--- src/rtl/bfs_pkg.sv ---
package bfs_pkg;

   // one-cycle markers of shift-clock transitions, in the system clock domain
   typedef struct packed {
      logic rise;
      logic fall;
   } sck_evt_t;

   // clamp a divide select to the largest supported half-period exponent
   function automatic int unsigned half_exp(input int unsigned sel, input int unsigned max_exp);
      return (sel > max_exp) ? max_exp : sel;
   endfunction

endpackage

--- src/rtl/bfs_mclk.sv ---
module bfs_mclk #(
   parameter int MAX_HALF_EXP = 2,
   parameter int DIV_W        = 2
) (
   input  logic                 clk,
   input  logic                 rst_n,
   input  logic                 run,
   input  logic [DIV_W-1:0]     div_sel,
   output logic                 sck,
   output bfs_pkg::sck_evt_t    evt
);
   localparam int CNT_W = (MAX_HALF_EXP < 1) ? 1 : MAX_HALF_EXP;

   logic [CNT_W-1:0] cnt;
   logic [CNT_W-1:0] limit;
   logic             tick;

   always_comb begin
      int unsigned e;
      e     = bfs_pkg::half_exp(int'(div_sel), MAX_HALF_EXP);
      limit = CNT_W'((32'd1 << e) - 32'd1);
   end

   assign tick     = run && (cnt == limit);
   assign evt.fall = tick &  sck;
   assign evt.rise = tick & ~sck;

   always_ff @(posedge clk or negedge rst_n) begin
      if (!rst_n) begin
         cnt <= '0;
         sck <= 1'b1;
      end else if (!run) begin
         cnt <= '0;
         sck <= 1'b1;
      end else if (tick) begin
         cnt <= '0;
         sck <= ~sck;
      end else begin
         cnt <= cnt + 1'b1;
      end
   end
endmodule

--- src/rtl/bfs_ssync.sv ---
module bfs_ssync #(
   parameter int STAGES = 2
) (
   input  logic              clk,
   input  logic              rst_n,
   input  logic              sck_pin,
   output bfs_pkg::sck_evt_t evt
);
   // stages 0..STAGES-1 synchronize, stage STAGES holds the previous value
   logic [STAGES:0] pipe;

   generate
      for (genvar i = 0; i <= STAGES; i++) begin : g_stage
         if (i == 0) begin : g_first
            always_ff @(posedge clk or negedge rst_n) begin
               if (!rst_n) pipe[0] <= 1'b1;
               else        pipe[0] <= sck_pin;
            end
         end else begin : g_next
            always_ff @(posedge clk or negedge rst_n) begin
               if (!rst_n) pipe[i] <= 1'b1;
               else        pipe[i] <= pipe[i-1];
            end
         end
      end
   endgenerate

   assign evt.rise =  pipe[STAGES-1] & ~pipe[STAGES];
   assign evt.fall = ~pipe[STAGES-1] &  pipe[STAGES];
endmodule

--- src/rtl/bfs_core.sv ---
module bfs_core #(
   parameter int DATA_W = 8
) (
   input  logic              clk,
   input  logic              rst_n,
   input  logic              data_wr,
   input  logic [DATA_W-1:0] wr_byte,
   input  logic              busy_set,
   input  logic              busy_clr,
   input  logic              alt_mode,
   input  logic              irq_en,
   input  bfs_pkg::sck_evt_t evt,
   input  logic              sdi,
   output logic [DATA_W-1:0] shift_byte,
   output logic              busy,
   output logic              irq,
   output logic              sdo
);
   localparam int              BC_W = (DATA_W < 2) ? 1 : $clog2(DATA_W);
   localparam logic [BC_W-1:0] LAST = BC_W'(DATA_W - 1);

   logic [DATA_W-1:0] sh;
   logic [BC_W-1:0]   bits;
   logic              busy_q, sdo_q, smp_q, irq_q;
   logic              in_bit, done;

   assign in_bit = alt_mode ? smp_q : sdi;
   assign done   = busy_q & ~busy_clr & evt.rise & (bits == LAST);

   always_ff @(posedge clk or negedge rst_n) begin
      if (!rst_n) begin
         sh     <= '0;
         bits   <= '0;
         busy_q <= 1'b0;
         sdo_q  <= 1'b1;
         smp_q  <= 1'b0;
         irq_q  <= 1'b0;
      end else begin
         irq_q <= done & irq_en;
         if (busy_q) begin
            if (busy_clr) begin
               busy_q <= 1'b0;
            end else begin
               if (evt.fall) begin
                  if (alt_mode) smp_q <= sdi;
                  else          sdo_q <= sh[DATA_W-1];
               end
               if (evt.rise) begin
                  sh   <= {sh[DATA_W-2:0], in_bit};
                  bits <= bits + 1'b1;
                  if (alt_mode)       sdo_q  <= sh[DATA_W-2];
                  if (bits == LAST)   busy_q <= 1'b0;
               end
            end
         end else begin
            if (data_wr) sh <= wr_byte;
            if (busy_set) begin
               busy_q <= 1'b1;
               bits   <= '0;
               sdo_q  <= data_wr ? wr_byte[DATA_W-1] : sh[DATA_W-1];
            end
         end
      end
   end

   assign shift_byte = sh;
   assign busy       = busy_q;
   assign irq        = irq_q;
   assign sdo        = sdo_q;
endmodule

--- src/rtl/bfs_shifter.sv ---
module bfs_shifter #(
   parameter int DATA_W       = 8,
   parameter int SYNC_STAGES  = 2,
   parameter int MAX_HALF_EXP = 2,
   parameter int DIV_W        = 2
) (
   input  logic              clk,
   input  logic              rst_n,
   input  logic              data_wr,
   input  logic [DATA_W-1:0] wr_byte,
   input  logic              busy_set,
   input  logic              busy_clr,
   input  logic              cfg_master,
   input  logic              cfg_alt,
   input  logic              cfg_pin_en,
   input  logic [DIV_W-1:0]  cfg_div,
   input  logic              irq_en,
   output logic [DATA_W-1:0] shift_byte,
   output logic              busy,
   output logic              irq,
   output logic              sdo,
   output logic              sdo_oe,
   output logic              sck_out,
   output logic              sck_oe,
   input  logic              sck_in,
   input  logic              sdi
);
   generate
      if (DATA_W < 2) begin : g_bad_width
         $error("bfs_shifter: DATA_W must be at least 2");
      end
      if (SYNC_STAGES < 2) begin : g_bad_sync
         $error("bfs_shifter: SYNC_STAGES must be at least 2");
      end
      if (MAX_HALF_EXP < 0 || MAX_HALF_EXP > 8) begin : g_bad_div
         $error("bfs_shifter: MAX_HALF_EXP out of range");
      end
   endgenerate

   bfs_pkg::sck_evt_t m_evt, s_evt, evt;
   logic              m_sck, run;

   assign run = busy & ~busy_clr & cfg_master;

   bfs_mclk #(.MAX_HALF_EXP(MAX_HALF_EXP), .DIV_W(DIV_W)) u_mclk (
      .clk(clk), .rst_n(rst_n), .run(run), .div_sel(cfg_div), .sck(m_sck), .evt(m_evt)
   );

   bfs_ssync #(.STAGES(SYNC_STAGES)) u_ssync (
      .clk(clk), .rst_n(rst_n), .sck_pin(sck_in), .evt(s_evt)
   );

   assign evt = cfg_master ? m_evt : s_evt;

   bfs_core #(.DATA_W(DATA_W)) u_core (
      .clk(clk), .rst_n(rst_n), .data_wr(data_wr), .wr_byte(wr_byte),
      .busy_set(busy_set), .busy_clr(busy_clr), .alt_mode(cfg_alt), .irq_en(irq_en),
      .evt(evt), .sdi(sdi), .shift_byte(shift_byte), .busy(busy), .irq(irq), .sdo(sdo)
   );

   assign sck_out = cfg_master ? m_sck : 1'b1;
   assign sdo_oe  = cfg_pin_en;
   assign sck_oe  = cfg_pin_en & cfg_master;
endmodule

--- config.mk ---
export PLATFORM = sky130hd
export DESIGN_NAME = bfs_shifter
export DESIGN_NICKNAME = d
export VERILOG_FILES = /design/src/rtl/bfs_pkg.sv /design/src/rtl/bfs_mclk.sv /design/src/rtl/bfs_ssync.sv /design/src/rtl/bfs_core.sv /design/src/rtl/bfs_shifter.sv
export SDC_FILE = /design/constraint.sdc
export NUM_CORES = 1
export LEC_CHECK = 0
export BUFFER_PORTS_ARGS = -buffer_cell sky130_fd_sc_hd__buf_2
export CORE_ASPECT_RATIO = 0.75
export CORE_MARGIN = 2
export CORE_UTILIZATION = 45
export DETAILED_ROUTE_END_ITERATION = 8
export HOLD_SLACK_MARGIN = 0.15
export PLACE_DENSITY = 0.7
export SLEW_MARGIN = 30
export SYNTH_ARGS = -nofsm -noshare
export SYNTH_HDL_FRONTEND = slang
export SYNTH_SLANG_ARGS = --single-unit
export TNS_END_PERCENT = 100
--- constraint.sdc ---
create_clock -name clk -period 1.9 [get_ports clk]
set_clock_uncertainty 0.05 [all_clocks]
set_input_delay 0.285 -clock clk [delete_from_list [all_inputs] [get_ports clk]]
set_output_delay 0.285 -clock clk [all_outputs]
set_load 0.01 [all_outputs]
Word level (Yosys, flattened, before mapping)
Index checks and enable logic that the tools add are counted.

word-level totals
  register bits after elaboration = 21
  input port bits = 21
  output and inout bits = 14
  logic and storage cells = 71

cells by class
  reductions and logical operators = 7
  eq/ne operators = 5
  shift-type cells = 1
  magnitude comparators = 1
  muxes and demuxes = 29
  add/subtract/negate cells = 3
  bitwise operators = 14

operator list
  operator                                                                 count
  8-bit two-way mux                                                        4
  1-bit by 32-bit << shifter with 2-bit output, first input constant       1
  1-bit two-way mux                                                        17
  3-bit two-way mux                                                        4
  1-bit bitwise AND                                                        10
  2-bit two-way mux                                                        4
  3-bit AND reduction                                                      2
  2-bit inequality test, second input constant                             2
  1-bit inverter                                                           4
  4-bit AND reduction                                                      1
  2-bit nonzero test                                                       2
  3-bit by 1-bit adder with 3-bit output, second input constant            1
  3-bit equality test, second input constant                               1
  2-bit by 1-bit adder with 2-bit output, second input constant            1
  2-bit equality test                                                      1
  2-bit > comparator, second input constant                                1
  2-bit by 1-bit inequality test with 1-bit output, second input constant  1
  2-bit AND reduction                                                      1
  2-bit by 1-bit subtractor with 2-bit output, second input constant       1
  1-bit logical AND                                                        1

Longest topological paths before layout
Gate-level depths: netlist of the first run.

  word-level depth = 13
  gate-level depth with buffers = 7
  mapped depth without buffers = 5

Cells and area by module
From an unflattened synthesis of the first run, not the netlist that was laid out.

unflattened totals
  cell total of the unflattened synthesis = 92
  area total of the unflattened synthesis = 1177.4 µm²

by module, submodules not included
  module       instances  sequential area each (µm²)  area each (µm²)  cells each
  bfs_core     1          376.6                       854.6            64
  bfs_mclk     1          76.3                        175.2            17
  bfs_ssync    1          78.8                        93.8             5
  bfs_shifter  1          0.0                         53.8             6

Least setup slack after synthesis of the first run
Ideal clock, no wire load.

  kind = reg-to-reg
  start point = reg u_ssync.pipe[1]
  end point = reg u_core.sh[0] (netlist: u_core.shift_byte[0])
  data arrival time = 1392 ps
  required time = 1725 ps
  clock period less this slack = 1567 ps
  library setup time = 125 ps
  buffers on the path = 0
  cell stages (with the launch flop) = 5
  slack = 333 ps
  cell sequence = dfstp_2 -> nor3b_1 -> nand2_1 -> o211ai_4 -> mux2_4

on the way
  cells in the longest elaborated chain, start to end = 4

RTL lines
  item                                                               line               text
  from (decl)                                                        bfs_ssync.sv:10    logic [STAGES:0] pipe;
  from (signal, indexed assignment)                                  bfs_ssync.sv:22    else pipe[i] <= pipe[i-1];
  1-bit bitwise AND                                                  bfs_ssync.sv:28    assign evt.rise = pipe[STAGES-1] & ~pipe[STAGES];
  2-bit two-way mux                                                  bfs_shifter.sv:53  assign evt = cfg_master ? m_evt : s_evt;
  2-bit by 1-bit inequality test with 1-bit output (no source line)  -
  3-bit AND reduction (no source line)                               -
  to (signal assigned)                                               bfs_core.sv:49     sh <= {sh[DATA_W-2:0], in_bit};
  to (signal assigned)                                               bfs_core.sv:56     if (data_wr) sh <= wr_byte;
  to (decl)                                                          bfs_core.sv:22     logic [DATA_W-1:0] sh;

No other way between the ends.
A chain may end at the register's enable or synchronous reset.

Worst setup path after layout of the first run
  start point = reg u_mclk.cnt[0]
  end point = reg u_core.sh[3] (netlist: u_core.shift_byte[3])

on the way
  cells in the longest elaborated chain, start to end = 6

RTL lines
  item                                                               line               text
  from (decl)                                                        bfs_mclk.sv:14     logic [CNT_W-1:0] cnt;
  from (signal assigned)                                             bfs_mclk.sv:39     cnt <= cnt + 1'b1;
  2-bit equality test                                                bfs_mclk.sv:24     assign tick = run && (cnt == limit);
  1-bit logical AND                                                  bfs_mclk.sv:24
  1-bit bitwise AND                                                  bfs_mclk.sv:26     assign evt.rise = tick & ~sck;
  2-bit two-way mux                                                  bfs_shifter.sv:53
  2-bit by 1-bit inequality test with 1-bit output (no source line)  -
  3-bit AND reduction (no source line)                               -

No other way between the ends.

==> results of run 1 <==
## kinds of logic after synthesis
| family | synth area share |
|---|---|
| xor+xnor | 0.0152 |
| simple gates | 0.182 |
| mux | 0.119 |
| compound gates | 0.163 |
| fa+ha+maj | 0.0217 |
| buf+inv | 0.0369 |
| flops | 0.461 |
## cell type report
cell class                      count  area, um2  area share
Inverter                            2       7.51     0.00531
Sequential cell                    21        532       0.376
Timing Repair Buffer               40        223       0.158
Multi-Input combinational cell     82        583       0.412
Tap cell                           34       42.5      0.0301
Clock buffer                        4       26.3      0.0186
## per-stage QoR
stage	instance area [um2]	power, uW	worst slack, ns	utilization
finish	1410	1210	0.221	0.598
global route	1410	1280	0.0347	0.598
CTS	1410	1220	0.131	0.596
detailed placement	1350	990	0.159	0.572
global placement	1350	982	0.257	0.572
floorplan	1150	842	0.333	-
## critical path, delay by kind of cell, from the launching register on
family / cells / cell delay, ns
XOR/XNOR: 1 / 0.28
flip-flops: 1 / 0.45
AO/OA/AOI/OAI: 3 / 0.55
AND/OR/NAND/NOR: 1 / 0.05
buffers and inverters: 1 / 0.23
## report_power, final
part	internal, uW	switching [uW]	leakage, uW	total [uW]
Sequential	536	72.1	0.000247	608
Clock	82.0	140	0.0000150	222
Combinational	183	192	0.000402	375
## final timing paths
check / slack [ns] / cells past startpoint / to
worst max-delay path: 0.22 / 6 / u_core.shift_byte[3]
worst min-delay path: 0.17 / 2 / u_core.irq
worst max register to register: 0.22 / 6 / u_core.shift_byte[3]
worst min register to register: 0.32 / 0 / u_ssync.pipe[1]
max in group asynchronous: 1.05 / 2 / u_ssync.pipe[0]
min in group asynchronous: 0.40 / 2 / u_core.busy
## metal layers
layer	routed length, um	global-route usage	vias to the layer above
met2	1110	0.297	21
li1	-	-	463
met3	99	0.0424	2
met5	0	0	-
met1	1110	0.218	453
met4	14	0.0400	0
## registers in the layout (all words and copies together), names as in the netlist
signal / count
u_mclk.cnt: 2
u_core.busy: 1
u_core.smp_q: 1
u_core.sdo: 1
u_ssync.pipe: 3
u_core.bits: 3
u_core.irq: 1
u_mclk.sck: 1
u_core.shift_byte: 8
## cells in the final DEF (no fill, tap or decap), types with 5 or more instances in the layout
cell     count
buf_2       34
a21oi_1      7
o21ai_0      5
nand2_1      9
dfstp_2      5
nor2_1      13
dfrtp_1     16
mux2i_1     10
## what timing repair did
| item | 4_1_cts | 5_1_grt |
|---|---|---|
| endpoints found under the setup margin | 0 | 2 |
| hold endpoints to repair | 18 | 0 |
| hold buffers | 3 | 0 |
| resized for setup | 0 | 1 |
==> impl_metrics.ini, run 1 <==
[status]
status = completed

[layout]
area_growth_pct = 22.7
drive_gt1_frac = 0.383
final_cells = 183
antennaDiodeCount = 0
layout.nets = 173
nFillCells = 216

[synthesis]
synth.distinct_cells = 40
synth_top_area_frac = 0.347
synth_cells = 109
ys.flop_type = dfrtp_1
syn_avg_cell_area_um2 = 10.6
yosys_warnings = 0
ys_seq_area_frac = 0.461
synthTopCellsByArea = dfrtp_1 35%, dfstp_2 11%, mux2i_1 8.7%
ys_ff_latch = 21
synth_edf_count = 0
synth_top_cell_by_area = dfrtp_1
async_flop_share = 1.00
syn_nets = 132
synth_area_um2 = 1150
synth_most_common_cell = dfrtp_1
synth.top_cells.by_count = 16 x dfrtp_1, 13 x nor2_1, 10 x mux2i_1, 9 x nand2_1, 7 x a21oi_1

[floorplanning]
coreArea_um2 = 2360
die_area_um2 = 2990
initial_core_util = 0.487
io_pins = 35
fp.dieH_um = 47.8
row_count = 15
fp.dieW_um = 62.4

[clocking]
clkSinkCount = 21
tritoncts = done
htree_levels = 1
ctsLongestPathBuffers = 2
clkTransAtPathRegs_ns = 0.12
clk_latency_ns = 0.31
numCtsBuffers = 3
cts_setup_buffers = 0
clk_root_buffer_cell = clkbuf_4

[sta]
fin_hold_ws_ns = 0.175
setup_viol = 0
finalCritPeriodShare = 0.884
hold_viol_final = 0
fin_crit_ns = 1.68
slew_violations = 0
finalSetupTns_ns = 0
slew_headroom = 0.687
max_slew.worst_pin.slew_ns = 0.470
rsz0062_at_grt = false
clock.fmax_mhz = 595

[power]
max-vdd-ir-drop_uv = 511
power_density_nw_per_um2 = 852
p_leak_uw = 0.000665

[place]
io_buffer_count = 34
post-dp-hpwl_um = 1750
placed_cells = 176
place_congestion = 0.768

[worst_hold_path]
hp-start = irq_en
min_path_type = input port to flip-flop

[worst_setup_path]
path_cells = xnor2_1 -> a21oi_4 -> o211ai_4 -> buf_4 -> nor2_1 -> a21oi_1
worstReg2RegStart = u_mclk.cnt[0]
cpMaxStageDelayCell = dfrtp_1
cp_slowest_stage_delay_ns = 0.45
start_kind = flip-flop
arrival_ns = 1.87
critPathRequiredTime_ns = 2.09
end_kind = flip-flop
worst-path-max-fanout = 10
startpoint = u_mclk.cnt[0]
critical_path_class = flip-flop to flip-flop

[detailed_routing]
routedWlPerCell_um = 12.7
dr.pass1.iters = 4
avgViaCountPerCell = 5.13
drt_iter0_markers = 33
totalWireLength_um = 2330
final_antenna_net_count = 0
drc = 0
vias = 939

[grt]
grt_pass1_vias = 834
grt_pass1_wl_um = 3820
grt.overflow.total = 0
grt_max_degree = 22
antenna_found_initial = 0
grt_use_total = 0.169

[job]
maxCapViolCount = 0
Power figures use the tool's default switching activity.
==> run 2, diff against run 1 <==
--- a/config.mk
+++ b/config.mk
@@ -6,12 +6,13 @@
 export NUM_CORES = 1
 export LEC_CHECK = 0
 export BUFFER_PORTS_ARGS = -buffer_cell sky130_fd_sc_hd__buf_2
+export CELL_PAD_IN_SITES_DETAIL_PLACEMENT = 1
+export CELL_PAD_IN_SITES_GLOBAL_PLACEMENT = 1
 export CORE_ASPECT_RATIO = 0.75
 export CORE_MARGIN = 2
-export CORE_UTILIZATION = 45
+export CORE_UTILIZATION = 38
 export DETAILED_ROUTE_END_ITERATION = 8
-export HOLD_SLACK_MARGIN = 0.15
-export PLACE_DENSITY = 0.7
+export PLACE_DENSITY = 0.77
 export SLEW_MARGIN = 30
 export SYNTH_ARGS = -nofsm -noshare
 export SYNTH_HDL_FRONTEND = slang
==> constraint.sdc (replaced) <==
create_clock -name clk -period 1.75 [get_ports clk]
set_clock_uncertainty 0.05 [all_clocks]
set_input_delay 0.2625 -clock clk [delete_from_list [all_inputs] [get_ports clk]]
set_output_delay 0.2625 -clock clk [all_outputs]
set_load 0.01 [all_outputs]
==> run 2 against run 1 <==
Effect of this change: sequential share of layout area decreased by 0.33 points; sequential power increased by 8.6%; worst setup slack worse by 0.15 ns; register-to-register slack worse by 0.15 ns; cell count increased by 1.6%; first-iteration DRC count up 85%; highest routed layer unchanged; power rose by 15%; wire length grew 10%; non-clock buffer count fell by 1; hold slack got worse by 0.12 ns; critical path depth decreased by 1; critical path type unchanged; clock power increased by 41%; critical endpoint is now u_core.smp_q.
==> impl_metrics.ini, run 2 (synthesis results as in run 1) <==
[status]
status = completed

[worst_setup_path]
end_kind = flip-flop
worst-path-max-fanout = 8
arrival_ns = 1.77
start_kind = flip-flop
worstReg2RegEnd = u_core.smp_q
critical_path_class = flip-flop to flip-flop
reg2reg_depth = 5
r2r_slack_ns = 0.07
critPathRequiredTime_ns = 1.84
worstReg2RegStart = u_mclk.cnt[0]

[floorplanning]
fp.dieW_um = 67.6
fp.dieH_um = 51.7
coreArea_um2 = 2910
die_area_um2 = 3490
initial_core_util = 0.395
row_count = 17
io_pins = 35

[sta]
max_slew.worst_pin.slew_ns = 0.472
finalSetupTns_ns = 0
fin_ws_ns = 0.0680
hold_viol_final = 0
fin_crit_ns = 1.68
setup_viol = 0
finalCritPeriodShare = 0.961
rsz0062_at_grt = false
slew_headroom = 0.685
slew_violations = 0
clock.fmax_mhz = 595

[power]
p_leak_uw = 0.000672
power_uw = 1380
power_density_nw_per_um2 = 969
max-vdd-ir-drop_uv = 517

[clocking]
cts_setup_buffers = 0
clk_latency_ns = 0.26
ctsLongestPathBuffers = 2
clkTransAtPathRegs_ns = 0.07
clk_root_buffer_cell = clkbuf_8
tritoncts = done
htree_levels = 1
clkSinkCount = 21
numCtsBuffers = 3

[detailed_routing]
dr.pass1.iters = 4
routedWlPerCell_um = 13.8
drt_iter0_markers = 61
totalWireLength_um = 2570
met1_length_um = 1210
met2_length_um = 1250
final_antenna_net_count = 0
avgViaCountPerCell = 5.10
drc = 0
wl_met3_um = 103
vias = 948
highest_layer = met4

[place]
post-dp-hpwl_um = 1990
place_congestion = 0.812
dp_slack_ns = 0.0883
placed_cells = 181
io_buffer_count = 34

[grt]
antenna_found_initial = 0
grt_use_total = 0.162
grt_max_degree = 22
grt_pass1_vias = 949
grt_pass1_wl_um = 4300
grt.overflow.total = 0

[layout]
mostFrequentLayoutCells = 34 x buf_2, 16 x dfrtp_1, 13 x nor2_1
largest_register_ffs = 8
layout_commonest_cell = buf_2
antennaDiodeCount = 0
area_growth_pct = 23.8
nFillCells = 334
utilization = 0.489
layout.nets = 172
multi_input_area_um2 = 583
seqCellArea_um2 = 532
drive_gt1_frac = 0.399
final_cells = 186

[worst_hold_path]
min_path_type = input port to flip-flop
min_path_cells = 1
hp-start = sck_in
holdPathEnd = u_ssync.pipe[0]

[job]
maxCapViolCount = 0
-- run 2: changes by cell type in the layout (fill, tap and decap cells not counted) --
cell,delta
buf_4,+1
clkbuf_1,-1
clkbuf_4,-3
clkbuf_8,+3
clkinv_2,+1
dlygate4sd3_1,-2
-- run 2: how the worst max path moves through the flow --
stage,from,slack [ns],endpoint,cells after the start
after detailed placement,u_mclk.cnt[0],0.09,u_core.smp_q,5
after floorplan,u_ssync.pipe[1],0.18,u_core.shift_byte[0],4
after global routing,u_mclk.cnt[0],0.01,u_core.smp_q,5
after CTS,u_ssync.pipe[1],0.06,u_core.shift_byte[7],6
final,u_mclk.cnt[0],0.07,u_core.smp_q,5
after global placement,u_mclk.cnt[0],0.11,u_core.smp_q,5
-- run 2: final cells by class --
cell class / instances / share of cell area
clock buffers: 3 / 0.0289
multi-input cells: 82 / 0.409
well taps: 38 / 0.0333
repair buffers: 39 / 0.147
clock inverters: 1 / 0.00351
inverters: 2 / 0.00526
flip-flops and latches: 21 / 0.373
-- run 2: worst max-delay path, stage by stage, from the launching register on --
cell      delay [ns]
dfrtp_1         0.42
xnor2_1         0.18
a21oi_4         0.33
nor2_2          0.08
o211ai_2        0.17
mux2_1          0.34
-- run 2: where the power goes --
part	leakage (uW)	total (uW)	switching [uW]	internal [uW]
logic	0.000399	410	214	197
registers	0.000247	660	77.4	583
clock network	0.0000255	312	154	158
-- run 2: repair_timing --
item,4_1_cts,5_1_grt
endpoints found under the hold margin,16,0
hold buffers,1,0
resized for setup,0,1
endpoints found under the setup margin,0,11
-- run 2: through the flow --
stage	cell area [um2]	hold slack, ns
floorplan	1150	-0.0831
global placement	1370	0.195
detailed placement	1370	0.197
CTS	1420	0.0449
global route	1430	0.0411
finish	1430	0.0515
-- run 2: routing by layer --
| metal | GRT usage | up-vias |
|---|---|---|
| met2 | 0.268 | 19 |
| met4 | 0.0204 | 0 |
| met5 | 0 | - |
| li1 | - | 464 |
| met3 | 0.0390 | 2 |
| met1 | 0.221 | 463 |
